## src/rtl/temp_irq_pkg.sv

```systemverilog
package temp_irq_pkg;
    // Status / mask bit positions (decoded by software, order is fixed)
    localparam int unsigned ST_INT_TEMP  = 0;
    localparam int unsigned ST_FLAG_A    = 1;
    localparam int unsigned ST_FLAG_B    = 2;
    localparam int unsigned ST_INT_THERM = 3;
    localparam int unsigned ST_GPI       = 4;
    localparam int unsigned ST_EXT_TEMP  = 5;
    localparam int unsigned ST_EXT_THERM = 6;
    localparam int unsigned ST_DIODE     = 7;

    // Configuration bits
    localparam int unsigned CFG_INT_EN   = 1;
    localparam int unsigned CFG_SOFT_RST = 4;
    localparam int unsigned CFG_GPI_INV  = 6;

    localparam logic [7:0] CFG_DEFAULT = 8'h21;
    localparam logic [7:0] HW_BITS     = 8'hE9;  // qualified, write-one-to-clear
    localparam logic [7:0] SW_BITS     = 8'h06;  // software flags

    typedef enum logic [1:0] {
        SEL_STATUS = 2'd0,
        SEL_MASK   = 2'd1,
        SEL_CONFIG = 2'd2,
        SEL_NONE   = 2'd3
    } reg_sel_e;
endpackage

```

## src/rtl/temp_src_qual.sv

```systemverilog
module temp_src_qual #(
    parameter int unsigned QUAL_RUNS = 3
) (
    input  logic clk,
    input  logic rst_n,
    input  logic soft_rst,
    input  logic conv_done,
    input  logic out_of_lim,
    input  logic clr_req,
    output logic set_o
);
    localparam int unsigned CNT_W = $clog2(QUAL_RUNS + 1);
    localparam logic [CNT_W-1:0] RUN_MAX = CNT_W'(QUAL_RUNS);

    typedef struct packed {
        logic             armed;
        logic [CNT_W-1:0] cnt;
    } qual_st_t;

    qual_st_t st_d, st_q;
    logic [CNT_W-1:0] run_inc;

    always_comb begin
        st_d    = st_q;
        set_o   = 1'b0;
        run_inc = (st_q.cnt == RUN_MAX) ? st_q.cnt : st_q.cnt + 1'b1;
        if (conv_done) begin
            if (st_q.armed) begin
                if (out_of_lim) begin
                    st_d.cnt = run_inc;
                    set_o    = (run_inc == RUN_MAX);
                end else begin
                    st_d.cnt = '0;
                end
            end else begin
                if (!out_of_lim) begin
                    if (run_inc == RUN_MAX) begin
                        st_d.armed = 1'b1;
                        st_d.cnt   = '0;
                    end else begin
                        st_d.cnt = run_inc;
                    end
                end else begin
                    st_d.cnt = '0;
                end
            end
        end
        if (clr_req && !set_o) begin
            st_d.armed = 1'b0;
            st_d.cnt   = '0;
        end
        if (soft_rst) begin
            st_d.armed = 1'b1;
            st_d.cnt   = '0;
        end
    end

    always_ff @(posedge clk or negedge rst_n) begin
        if (!rst_n) begin
            st_q.armed <= 1'b1;
            st_q.cnt   <= '0;
        end else begin
            st_q <= st_d;
        end
    end

    // a disarmed source never raises a set
    a_r3_disarmed_silent: assert property (@(posedge clk) disable iff (!rst_n)
        !st_q.armed |-> !set_o);
    // an effective clear disarms the source
    a_r3_clear_disarms: assert property (@(posedge clk) disable iff (!rst_n)
        (clr_req && !set_o && !soft_rst) |=> !st_q.armed);
    // soft reset rearms with an empty run
    a_r10_soft_rearms: assert property (@(posedge clk) disable iff (!rst_n)
        soft_rst |=> (st_q.armed && st_q.cnt == '0));
    // run counter never passes the qualification length
    a_r2_run_bounded: assert property (@(posedge clk) disable iff (!rst_n)
        st_q.cnt <= RUN_MAX);
    // a set needs the run to have been one short of (or at) the limit
    a_r2_set_after_run: assert property (@(posedge clk) disable iff (!rst_n)
        set_o |-> (st_q.cnt >= RUN_MAX - 1'b1));
endmodule

```

## src/rtl/temp_irq_ctrl.sv

```systemverilog
module temp_irq_ctrl
    import temp_irq_pkg::*;
#(
    parameter int unsigned DATA_W    = 8,
    parameter int unsigned QUAL_RUNS = 3
) (
    input  logic                     clk,
    input  logic                     rst_n,
    input  logic                     conv_done,
    input  logic signed [DATA_W-1:0] temp_int,
    input  logic signed [DATA_W-1:0] temp_ext,
    input  logic signed [DATA_W-1:0] int_hi,
    input  logic signed [DATA_W-1:0] int_lo,
    input  logic signed [DATA_W-1:0] ext_hi,
    input  logic signed [DATA_W-1:0] ext_lo,
    input  logic                     therm_int_flag,
    input  logic                     therm_ext_flag,
    input  logic                     diode_fault,
    input  logic                     gpi,
    input  logic                     therm_active,
    input  logic                     wr_en,
    input  logic [1:0]               wr_addr,
    input  logic [7:0]               wr_data,
    input  logic [1:0]               rd_addr,
    output logic [7:0]               rd_data,
    output logic                     int_n
);
    localparam int unsigned NBITS = 8;

    typedef struct packed {
        logic [7:0] cfg;
        logic [7:0] mask;
        logic [7:0] status;
    } regs_t;

    regs_t regs_d, regs_q;

    logic [NBITS-1:0] hw_cond;
    logic [NBITS-1:0] set_vec;
    logic [NBITS-1:0] clr_vec;
    logic [7:0]       status_vis;
    logic             wr_status, wr_mask, wr_cfg, soft_rst;

    assign wr_status = wr_en && (reg_sel_e'(wr_addr) == SEL_STATUS);
    assign wr_mask   = wr_en && (reg_sel_e'(wr_addr) == SEL_MASK);
    assign wr_cfg    = wr_en && (reg_sel_e'(wr_addr) == SEL_CONFIG);
    assign soft_rst  = wr_cfg && wr_data[CFG_SOFT_RST];

    always_comb begin
        hw_cond               = '0;
        hw_cond[ST_INT_TEMP]  = (temp_int > int_hi) || (temp_int < int_lo);
        hw_cond[ST_EXT_TEMP]  = (temp_ext > ext_hi) || (temp_ext < ext_lo);
        hw_cond[ST_INT_THERM] = therm_int_flag;
        hw_cond[ST_EXT_THERM] = therm_ext_flag;
        hw_cond[ST_DIODE]     = diode_fault;
    end

    assign clr_vec = wr_status ? (wr_data & HW_BITS) : '0;

    for (genvar i = 0; i < NBITS; i++) begin : g_src
        if (HW_BITS[i]) begin : g_qual
            temp_src_qual #(.QUAL_RUNS(QUAL_RUNS)) u_qual (
                .clk        (clk),
                .rst_n      (rst_n),
                .soft_rst   (soft_rst),
                .conv_done  (conv_done),
                .out_of_lim (hw_cond[i]),
                .clr_req    (clr_vec[i]),
                .set_o      (set_vec[i])
            );
        end else begin : g_none
            assign set_vec[i] = 1'b0;
        end
    end

    always_comb begin
        regs_d = regs_q;
        if (wr_status) begin
            regs_d.status = (regs_q.status & ~clr_vec & ~SW_BITS) | (wr_data & SW_BITS);
        end
        regs_d.status = regs_d.status | set_vec;   // hardware set wins
        if (wr_mask) regs_d.mask = wr_data;
        if (wr_cfg)  regs_d.cfg  = wr_data & ~(8'h1 << CFG_SOFT_RST);
        if (soft_rst) begin
            regs_d.cfg    = CFG_DEFAULT;
            regs_d.mask   = '0;
            regs_d.status = '0;
        end
    end

    always_ff @(posedge clk or negedge rst_n) begin
        if (!rst_n) begin
            regs_q.cfg    <= CFG_DEFAULT;
            regs_q.mask   <= '0;
            regs_q.status <= '0;
        end else begin
            regs_q <= regs_d;
        end
    end

    always_comb begin
        status_vis         = regs_q.status;
        status_vis[ST_GPI] = gpi ^ regs_q.cfg[CFG_GPI_INV];
    end

    always_comb begin
        case (reg_sel_e'(rd_addr))
            SEL_STATUS: rd_data = status_vis;
            SEL_MASK:   rd_data = regs_q.mask;
            SEL_CONFIG: rd_data = regs_q.cfg;
            default:    rd_data = '0;
        endcase
    end

    assign int_n = !(((|(status_vis & ~regs_q.mask)) && regs_q.cfg[CFG_INT_EN]) || therm_active);

    // over-temperature output always pulls the interrupt
    a_r9_therm_forces_int: assert property (@(posedge clk) disable iff (!rst_n)
        therm_active |-> !int_n);
    // with the enable off and no over-temperature, the line stays high
    a_r8_disabled_quiet: assert property (@(posedge clk) disable iff (!rst_n)
        (!regs_q.cfg[CFG_INT_EN] && !therm_active) |-> int_n);
    // a hardware set is never lost to a simultaneous clear
    a_r11_hw_set_wins: assert property (@(posedge clk) disable iff (!rst_n)
        ((|set_vec) && !soft_rst) |=> ((regs_q.status & $past(set_vec)) == $past(set_vec)));
    // an uncontested write-one clears the bit
    a_r4_w1c_clears: assert property (@(posedge clk) disable iff (!rst_n)
        (wr_status && ((clr_vec & set_vec) == '0)) |=> ((regs_q.status & $past(clr_vec)) == '0));
    // soft reset restores defaults
    a_r10_soft_defaults: assert property (@(posedge clk) disable iff (!rst_n)
        soft_rst |=> (regs_q.cfg == CFG_DEFAULT && regs_q.mask == '0 && regs_q.status == '0));
endmodule

```

## config.mk

```make
export PLATFORM = sky130hd
export DESIGN_NAME = temp_irq_ctrl
export DESIGN_NICKNAME = d
export VERILOG_FILES = /design/src/rtl/temp_irq_pkg.sv /design/src/rtl/temp_src_qual.sv /design/src/rtl/temp_irq_ctrl.sv
export SDC_FILE = /design/constraint.sdc
export NUM_CORES = 1
export LEC_CHECK = 0
export BUFFER_PORTS_ARGS = -buffer_cell sky130_fd_sc_hd__buf_2
export CORE_MARGIN = 2
export CORE_UTILIZATION = 40
export CTS_CLUSTER_DIAMETER = 80
export DETAILED_ROUTE_END_ITERATION = 8
export PLACE_DENSITY = 0.69
export SLEW_MARGIN = 25
export SYNTH_ARGS = -nofsm -noshare
export SYNTH_HDL_FRONTEND = slang
export SYNTH_HIERARCHICAL = 1
export SYNTH_SLANG_ARGS = --single-unit
```

## constraint.sdc

```tcl
create_clock -name clk -period 1.5 [get_ports clk]
set_input_delay 0.075 -clock clk [delete_from_list [all_inputs] [get_ports clk]]
set_output_delay 0.075 -clock clk [all_outputs]
set_load 0.01 [all_outputs]
```

==> results.sh, run 1 <==
export IMPL_ys_top_cells_by_count="inv_1, dfrtp_1, ha_1"
export IMPL_fin_nets=541
export IMPL_arrival_ps=1810
export IMPL_die_h_um=88.17
export IMPL_use_met3_pct=2.639
export IMPL_nFillCells=618
export IMPL_dieArea_um2=7774
export IMPL_yosys_area_top_type="dfrtp_1"
export IMPL_ys_async_sr_fraction_pct=100.0
export IMPL_power_mw=3.751
export IMPL_synth_fa_ha_area_share_pct=13.25
export IMPL_finalClockSkew_ps=5.391
export IMPL_ios=78
export IMPL_fmax_mhz=619.3
export IMPL_gp_congestion=0.8121
export IMPL_synth_flop_cell="dfrtp_1"
export IMPL_crit_fanout=4
export IMPL_report_final_slew_viol_count=0
export IMPL_maxCapViolCount=0
export IMPL_cts_tree="yes"
export IMPL_tns_ps=-280.8
export IMPL_ys_types=44
export IMPL_htreeDepth=2
export IMPL_cellLeakagePower_nw=1.996
export IMPL_slew_headroom_pct=70.40
export IMPL_multi_input_area_um2=1842
export IMPL_ys_seq_elements=37
export IMPL_timing_final_ws_setup_ps=-114.9
export IMPL_crit_path_end_kind="flip-flop"
export IMPL_synth_top_family_by_area="compound AO/OA/AOI/OAI gates"
export IMPL_rsz0062_at_grt="true"
export IMPL_setup_worst_path_start="int_hi[1]"
export IMPL_cts_sinks=37
export IMPL_grt_pass1_vias=2565
export IMPL_hold_viol_final=0
export IMPL_die_w_um=88.17
export IMPL_drt_initial_drc_count=77
export IMPL_vias=2697
export IMPL_holdWs_ps=53.64
export IMPL_yosys_warnings=6
export IMPL_rows=30
export IMPL_synth_edf_count=0
export IMPL_port_buffers=77
export IMPL_use_met2_pct=31.03
export IMPL_initial_core_util_pct=41.48
export IMPL_clk_pin_slew_ps=70
export IMPL_area_delta_synth_final_pct=36.11
export IMPL_cts_root_buf="clkbuf_8"
export IMPL_violations="negative setup slack"
export IMPL_setup_viol=5
export IMPL_setup_worst_path_class="primary input to flip-flop"
export IMPL_wirelength_mm=6.598
export IMPL_clk_path_buf_depth=2
export IMPL_synthesis_nets=439
export IMPL_worst_pin_slew_ps=444.1
export IMPL_grt_overflow=0
export IMPL_critPathLaunchType="primary input"
export IMPL_drive_above_1_share_pct=37.92
export IMPL_vdd_drop_max_mv=0.3407
export IMPL_hpwl_mm=5.101
export IMPL_first_pass_iters=4
export IMPL_min_from="wr_data[1]"
export IMPL_ant_nets=0
export IMPL_clk_latency_ps=280
export IMPL_hold_path_class="primary input to flip-flop"
export IMPL_n_antenna_cell=0
export IMPL_synth_area_top_cells="dfrtp_1, ha_1, inv_1, dfstp_2, mux2i_1"
export IMPL_p_per_area_nw_per_um2=972.4
export IMPL_grt_use_total_pct=17.44
export IMPL_design_core_area_um2=6832
export IMPL_post_drt_wl_per_cell_um=12.24
export IMPL_synthCells=340
export IMPL_fin_crit_sh_pct=107.7
export IMPL_cts_buffers=5
export IMPL_ff_latch_area_um2=934.6
export IMPL_synth_simple_area_share_pct=15.85
export IMPL_synth_xor_area_share_pct=0.3091
export IMPL_outcome="finished with violations"
export IMPL_grt_use_met1_pct=22.80
export IMPL_drc=0
export IMPL_syn_avg_cell_area_um2=8.335
export IMPL_cp_data_required_time_ps=1700
export IMPL_stdcell_count=539
export IMPL_synth_compound_area_share_pct=22.16
export IMPL_reg2reg_from="g_src[7].g_qual.u_qual/st_q[2]$_DFFE_PN1P_"
export IMPL_busiest_layer="met2"
export IMPL_synth_mux_area_share_pct=5.298
export IMPL_grt_max_degree=26
export IMPL_dpl_cell_count=528
export IMPL_grt_pass1_wl_mm=11.01
export IMPL_fin_util_pct=56.47
export IMPL_antenna_found_initial=0
export IMPL_yosysTopAreaCellShare_pct=26.49
export IMPL_layout_min_cycle_time_ps=1615
export IMPL_synth_seq_area_share_pct=32.98
export IMPL_synth_area_um2=2834
export IMPL_yosysMostFrequentCell="inv_1"
export IMPL_viasPerCell=5.004
## final timing paths
path	end	slack [ps]	cells past startpoint
setup / recovery	g_src[0].g_qual.u_qual/st_q[0]$_DFFE_PN0P_	-110	11
hold / removal	regs_q[17]$_DFFE_PN0P_	50	3
setup reg to reg	g_src[7].g_qual.u_qual/st_q[0]$_DFFE_PN0P_	330	3
hold reg to reg	regs_q[23]$_DFFE_PN0P_	480	2
max in group asynchronous	g_src[7].g_qual.u_qual/st_q[2]$_DFFE_PN1P_	680	3
min in group asynchronous	regs_q[22]$_DFFE_PN0P_	280	2
## per-layer routing
layer	share of wire [%]	routed length, µm	up-vias
met5	0	0	-
met2	50	3304	60
met1	46	3019	1249
met3	3.7	247	4
met4	0.38	25	0
li1	-	-	1384
## critical path, stage by stage
cell,delay [ps]
buf_8,100
inv_6,40
ha_4,190
nor2b_1,120
o211ai_1,190
a21oi_2,110
o21ba_1,210
o31ai_4,250
and4_4,300
o21bai_4,80
a211oi_2,150
## layout by cell type, fill, tap and decap left out, drive strengths merged, types with 3 or more instances in the layout
master and n:
nor4 3, mux2i 15, inv 69, o21bai 5, o211ai 7, dfrtp 30
and2 6, a31oi 6, clkbuf 6, o22ai 3, nor3 6, a211oi 10
and4 5, buf 99, o21ai 34, nand3 3, a21oi 17, ha 30
nand2 27, dfstp 7, nor2 30
## kinds of logic after synthesis
logic type | count (synthesis)
AND/OR/NAND/NOR | 89
buffers and inverters | 74
multiplexers | 15
adder cells (fa/ha/maj) | 30
AO/OA/AOI/OAI | 94
XOR/XNOR | 1
flip-flops | 37
## per-stage QoR
stage	setup slack, ps	instance area [µm²]
final	-114.9	3857
after global routing	-186.2	3857
after CTS	-113.4	3840
after detailed placement	-468.5	3636
after global placement	-406.1	3636
after floorplan	-176.5	2997
## where the power goes
part	leakage [nW]	total, mW	switching [mW]	internal, mW
Clock	0.0450	0.664	0.342	0.322
Sequential	0.457	1.67	0.296	1.37
Combinational	1.49	1.42	0.712	0.710
## sequential cells by signal, indices dropped and copies added, names as in the netlist
name,cells
regs_q,22
g_src.g_qual.u_qual/st_q,15
## final cells by class
cell class | instances | share of cell area [%]
clock buffer | 6 | 1.881
clock inverter | 2 | 0.2595
inverter | 69 | 7.298
multi-input combinational | 229 | 47.75
sequential | 37 | 24.23
tap | 96 | 3.114
timing repair buffer | 100 | 15.47
## timing repair
action | in CTS | in global routing
gates resized for setup | 23 | 6
pin swaps | 19 | 8
setup buffers | 2 | 0
endpoints found under the setup margin | 8 | 9
hold buffers | 1 | 0
endpoints found under the hold margin | 13 | 0
Note: power is estimated with default switching activity, not from simulation.
==> run 2: changes to the inputs <==
Settings changed: CTS_BUF_LIST from default to sky130_fd_sc_hd__clkbuf_2 sky130_fd_sc_hd__clkbuf_4 sky130_fd_sc_hd__clkbuf_8, TNS_END_PERCENT from default to 10.
==> results.sh, run 2 (synthesis gave the netlist of run 1 again) <==
export IMPL_largest_reg_flops=22
export IMPL_cts_buffers=5
export IMPL_vias=2711
export IMPL_layout_commonest_cell="buf_2"
export IMPL_postCtsSetupBuffers=0
export IMPL_drt_initial_drc_count=100
export IMPL_area_delta_synth_final_pct=35.06
export IMPL_ios=78
export IMPL_fin_crit_sh_pct=106.9
export IMPL_dieArea_um2=7774
export IMPL_hold_viol_final=0
export IMPL_clk_latency_ps=290
export IMPL_post_drt_wl_per_cell_um=12.91
export IMPL_finalClockSkew_ps=9.086
export IMPL_setup_worst_path_class="flip-flop to output port"
export IMPL_power_mw=4.097
export IMPL_initial_core_util_pct=41.48
export IMPL_hpwl_mm=5.136
export IMPL_combPwrFrac_pct=34.1
export IMPL_viasPerCell=5.058
export IMPL_cts_sinks=37
export IMPL_report_final_slew_viol_count=0
export IMPL_design_core_area_um2=6832
export IMPL_max_flop_register="regs_q"
export IMPL_outcome="finished with violations"
export IMPL_arrival_ps=1530
export IMPL_gp_congestion=0.8164
export IMPL_reg_top3="regs_q (22), g_src.g_qual.u_qual/st_q (15)"
export IMPL_wirelength_mm=6.918
export IMPL_die_w_um=88.17
export IMPL_nFillCells=639
export IMPL_clk_pin_slew_ps=80
export IMPL_drc=0
export IMPL_setup_viol=8
export IMPL_grt_use_total_pct=18.58
export IMPL_cell_internal_pwr_mw=2.717
export IMPL_port_buffers=77
export IMPL_rsz0062_at_grt="true"
export IMPL_first_pass_iters=4
export IMPL_antenna_found_initial=0
export IMPL_crit_fanout=3
export IMPL_cts_tree="yes"
export IMPL_rows=30
export IMPL_hold_path_class="primary input to flip-flop"
export IMPL_fin_nets=538
export IMPL_layout_min_cycle_time_ps=1604
export IMPL_switching_share_pct=33.69
export IMPL_clkPwrFrac_pct=25.0
export IMPL_drive_above_1_share_pct=35.00
export IMPL_htreeDepth=2
export IMPL_grt_pass1_vias=2649
export IMPL_critPathLaunchType="flip-flop"
export IMPL_holdWs_ps=50.78
export IMPL_switching_power_mw=1.380
export IMPL_dp_slack_ps=-532.8
export IMPL_grt_pass1_wl_mm=11.52
export IMPL_grt_max_degree=38
export IMPL_seqPwrFrac_pct=40.9
export IMPL_vdd_drop_max_mv=0.4373
export IMPL_ant_nets=0
export IMPL_grt_overflow=0
export IMPL_die_h_um=88.17
export IMPL_cp_data_required_time_ps=1420
export IMPL_cellLeakagePower_nw=2.007
export IMPL_mostFrequentLayoutCells="buf_2, inv_1, dfrtp_1"
export IMPL_maxCapViolCount=0
export IMPL_timing_final_ws_setup_ps=-103.8
export IMPL_crit_path_end_kind="output port"
export IMPL_slew_headroom_pct=69.36
export IMPL_clk_path_buf_depth=2
export IMPL_worst_pin_slew_ps=459.6
export IMPL_p_per_area_nw_per_um2=1070
export IMPL_n_antenna_cell=0
export IMPL_violations="negative setup slack"
export IMPL_fmax_mhz=623.5
export IMPL_cts_root_buf="clkbuf_8"
-- run 2: changes by cell type in the layout (fill, tap and decap cells not counted), moves of 3 or more --
cell,change
buf_4,-4
inv_2,-4
buf_6,+4
inv_1,+8
ha_4,-3
ha_1,+3
-- run 2: cell type report --
| class | count | area [µm²] | area share (%) |
|---|---|---|---|
| repair buffers | 97 | 571.8 | 14.94 |
| well taps | 96 | 120.1 | 3.138 |
| clock inverters | 3 | 65.06 | 1.700 |
| multi-input cells | 229 | 1805 | 47.17 |
| clock buffers | 5 | 68.82 | 1.798 |
| inverters | 69 | 261.5 | 6.832 |
| flip-flops and latches | 37 | 934.6 | 24.42 |
-- run 2: final timing paths --
check	end	slack, ps	cells past startpoint	startpoint
max in group asynchronous	g_src[7].g_qual.u_qual/st_q[2]$_DFFE_PN1P_	800	3	rst_n
worst max-delay path	int_n	-100	4	regs_q[3]$_DFF_PN0_
min in group asynchronous	regs_q[10]$_DFFE_PN0P_	350	3	rst_n
worst max register to register	g_src[3].g_qual.u_qual/st_q[0]$_DFFE_PN0P_	310	3	g_src[3].g_qual.u_qual/st_q[2]$_DFFE_PN1P_
worst min-delay path	regs_q[17]$_DFFE_PN0P_	50	3	wr_data[1]
worst min register to register	regs_q[21]$_DFFE_PN1P_	490	2	regs_q[21]$_DFFE_PN1P_
-- run 2: timing repair --
action                                 in CTS  in global routing
gates cloned                                0                  0
pin swaps                                  22                 12
gates resized for setup                    26                 18
endpoints found under the hold margin      30                  0
hold buffers                                1                  0
setup endpoints to repair                   8                  9
-- run 2: critical path: stages (launching register included) --
cell and delay [ps]:
dfrtp_1 420, a222oi_1 390, o211ai_1 150, a21oi_1 150, buf_2 140
-- run 2: metal layers --
metal / vias up / global-route usage, % / wire length, µm
li1: 1374 / - / -
met1: 1253 / 22.91 / 3159
met2: 72 / 32.74 / 3366
met3: 12 / 3.770 / 295
met4: 0 / 5.372 / 97
met5: - / 0 / 0
-- run 2: metrics by stage --
step / utilization (%) / area [µm²] / setup TNS (ps) / std cells
after floorplan: - / 2846 / -1206 / 340
after global placement: 50.73 / 3466 / -2917 / 527
after detailed placement: 50.73 / 3466 / -3474 / 527
after CTS: 54.82 / 3745 / -520.3 / 536
after global routing: 56.03 / 3827 / -1291 / 536
final: 56.03 / 3827 / -528.2 / 536
-- run 2: power groups by stage --
stage | clock network, mW | registers, mW | logic (mW)
floorplan | 0 | 1.57 | 0.891
global placement | 0 | 1.64 | 1.21
detailed placement | 0 | 1.65 | 1.26
CTS | 1.06 | 1.66 | 1.35
global route | 1.10 | 1.72 | 1.57
finish | 1.02 | 1.68 | 1.40
==> run 3: changes to the inputs <==
Settings changed: CTS_BUF_LIST sky130_fd_sc_hd__clkbuf_2 sky130_fd_sc_hd__clkbuf_4 sky130_fd_sc_hd__clkbuf_8 to sky130_fd_sc_hd__clkbuf_8 sky130_fd_sc_hd__clkbuf_16, TNS_END_PERCENT 10 to default.
==> results.sh, run 3 (synthesis gave the netlist of run 1 again) <==
export IMPL_outcome="finished with violations"
export IMPL_violations="negative setup slack"
export IMPL_cts_tree="yes"
export IMPL_cts_buffers=5
export IMPL_cts_sinks=37
export IMPL_critPathLaunchType="primary input"
export IMPL_drive_above_1_share_pct=37.92
export IMPL_grt_overflow=0
export IMPL_hpwl_mm=5.101
export IMPL_crit_path_end_kind="flip-flop"
export IMPL_report_final_slew_viol_count=0
export IMPL_crit_fanout=4
export IMPL_area_delta_synth_final_pct=36.11
export IMPL_p_per_area_nw_per_um2=970.3
export IMPL_reg_top3="regs_q (22), g_src.g_qual.u_qual/st_q (15)"
export IMPL_r2r_cells=3
export IMPL_setup_viol=6
export IMPL_whs_path_depth=3
export IMPL_cellLeakagePower_nw=2.000
export IMPL_switching_share_pct=36.01
export IMPL_layout_min_cycle_time_ps=1614
export IMPL_grt_max_degree=26
export IMPL_place_area_um2=3636
export IMPL_mostFrequentLayoutCells="buf_2, inv_1, dfrtp_1"
export IMPL_final_cell_area_um2=3857
export IMPL_seqPwrFrac_pct=44.4
export IMPL_r2r_slack_ps=340
export IMPL_viasPerCell=5.004
export IMPL_first_pass_iters=4
export IMPL_finalClockSkew_ps=5.996
export IMPL_cell_internal_pwr_mw=2.395
export IMPL_slew_headroom_pct=70.40
export IMPL_timing_final_ws_setup_ps=-114.2
export IMPL_max_stage_delay_ps=300
export IMPL_maxCapViolCount=0
export IMPL_cts_root_buf="clkbuf_8"
export IMPL_ant_nets=0
export IMPL_path_cells="buf_8, inv_6, ha_4, nor2b_1, o211ai_1, a21oi_2, o21ba_1, o31ai_4, and4_4, o21bai_4, a211oi_2"
export IMPL_setup_worst_path_class="primary input to flip-flop"
export IMPL_cp_slowest_cell="and4_4"
export IMPL_hold_path_class="primary input to flip-flop"
export IMPL_rows=30
export IMPL_grt_pass1_wl_mm=11.01
export IMPL_largest_reg_flops=22
export IMPL_rsz0062_at_grt="true"
export IMPL_cp_num_cells=11
export IMPL_n_antenna_cell=0
export IMPL_htreeDepth=2
export IMPL_die_h_um=88.17
export IMPL_grt_pass1_vias=2565
export IMPL_worst_pin_slew_ps=444.0
export IMPL_drt_initial_drc_count=76
export IMPL_antenna_found_initial=0
export IMPL_post_drt_wl_per_cell_um=12.22
export IMPL_die_w_um=88.17
export IMPL_clkPwrFrac_pct=17.6
export IMPL_clk_latency_ps=280
export IMPL_switching_power_mw=1.348
export IMPL_fmax_mhz=619.5
export IMPL_layout_commonest_cell="buf_2"
export IMPL_clk_pin_slew_ps=70
export IMPL_gp_congestion=0.8121
export IMPL_arrival_ps=1810
export IMPL_vias=2697
export IMPL_dp_slack_ps=-468.5
export IMPL_cp_data_required_time_ps=1700
export IMPL_vdd_drop_max_mv=0.3407
export IMPL_fin_nets=541
export IMPL_critPathBufInv=2
export IMPL_grt_use_total_pct=17.44
export IMPL_initial_core_util_pct=41.48
export IMPL_hold_viol_final=0
export IMPL_combPwrFrac_pct=38.0
export IMPL_ios=78
export IMPL_wirelength_mm=6.585
export IMPL_max_flop_register="regs_q"
export IMPL_nFillCells=618
export IMPL_clk_path_buf_depth=2
export IMPL_dieArea_um2=7774
export IMPL_design_core_area_um2=6832
export IMPL_drc=0
export IMPL_fin_crit_sh_pct=107.6
export IMPL_port_buffers=77
export IMPL_critical_path_top_delay_family="compound AO/OA/AOI/OAI gates"
==> run 3: timing repair <==
action / in CTS / in global routing
endpoints found under the setup margin: 8 / 9
pin swaps: 19 / 8
resized for setup: 23 / 6
buffers inserted: 2 / 0
hold buffers: 1 / 0
gates cloned: 0 / 0
endpoints found under the hold margin: 13 / 0
==> run 3: per-layer routing <==
layer	share of wire, %	GRT usage (%)	vias up
li1	-	-	1381
met1	46	22.80	1252
met2	50	31.03	60
met3	3.7	2.639	4
met4	0.38	2.755	0
met5	0	0	-
==> run 3: layout make-up <==
cell class | instances | area, µm² | share of cell area (%)
clock buffers | 5 | 68.82 | 1.784
clock inverters | 3 | 13.76 | 0.3568
flip-flops and latches | 37 | 934.6 | 24.23
well taps | 96 | 120.1 | 3.114
inverters | 69 | 281.5 | 7.298
repair buffers | 100 | 596.8 | 15.47
multi-input cells | 229 | 1842 | 47.75
==> run 3: per-stage QoR <==
stage	power, mW	cells	hold slack, ps	setup TNS [ps]	util, %
after floorplan	2.522	340	-220.6	-577.9	-
final	3.743	539	53.64	-282.4	56.47
after global placement	2.932	528	32.03	-2530	53.22
after detailed placement	2.991	528	38.33	-2935	53.22
after CTS	3.751	539	48.48	-284.3	56.21
after global routing	4.026	539	61.99	-1013	56.47
==> run 3: final timing paths <==
kind / from / end
setup / recovery: int_hi[1] / g_src[0].g_qual.u_qual/st_q[0]$_DFFE_PN0P_
hold / removal: wr_data[1] / regs_q[17]$_DFFE_PN0P_
setup reg to reg: g_src[7].g_qual.u_qual/st_q[2]$_DFFE_PN1P_ / g_src[7].g_qual.u_qual/st_q[0]$_DFFE_PN0P_
hold reg to reg: regs_q[23]$_DFFE_PN0P_ / regs_q[23]$_DFFE_PN0P_
max in group asynchronous: rst_n / g_src[7].g_qual.u_qual/st_q[2]$_DFFE_PN1P_
min in group asynchronous: rst_n / regs_q[22]$_DFFE_PN0P_
==> run 3: worst min-delay path, stage by stage <==
cell and delay, ps:
buf_2 110, nand2_1 50, o21ai_0 60
==> run 3: power by group through the flow <==
stage	clock (mW)	sequential, mW	combinational (mW)
floorplan	0	1.57	0.947
global placement	0	1.64	1.29
detailed placement	0	1.65	1.34
CTS	0.681	1.65	1.42
global route	0.729	1.70	1.59
finish	0.658	1.66	1.42
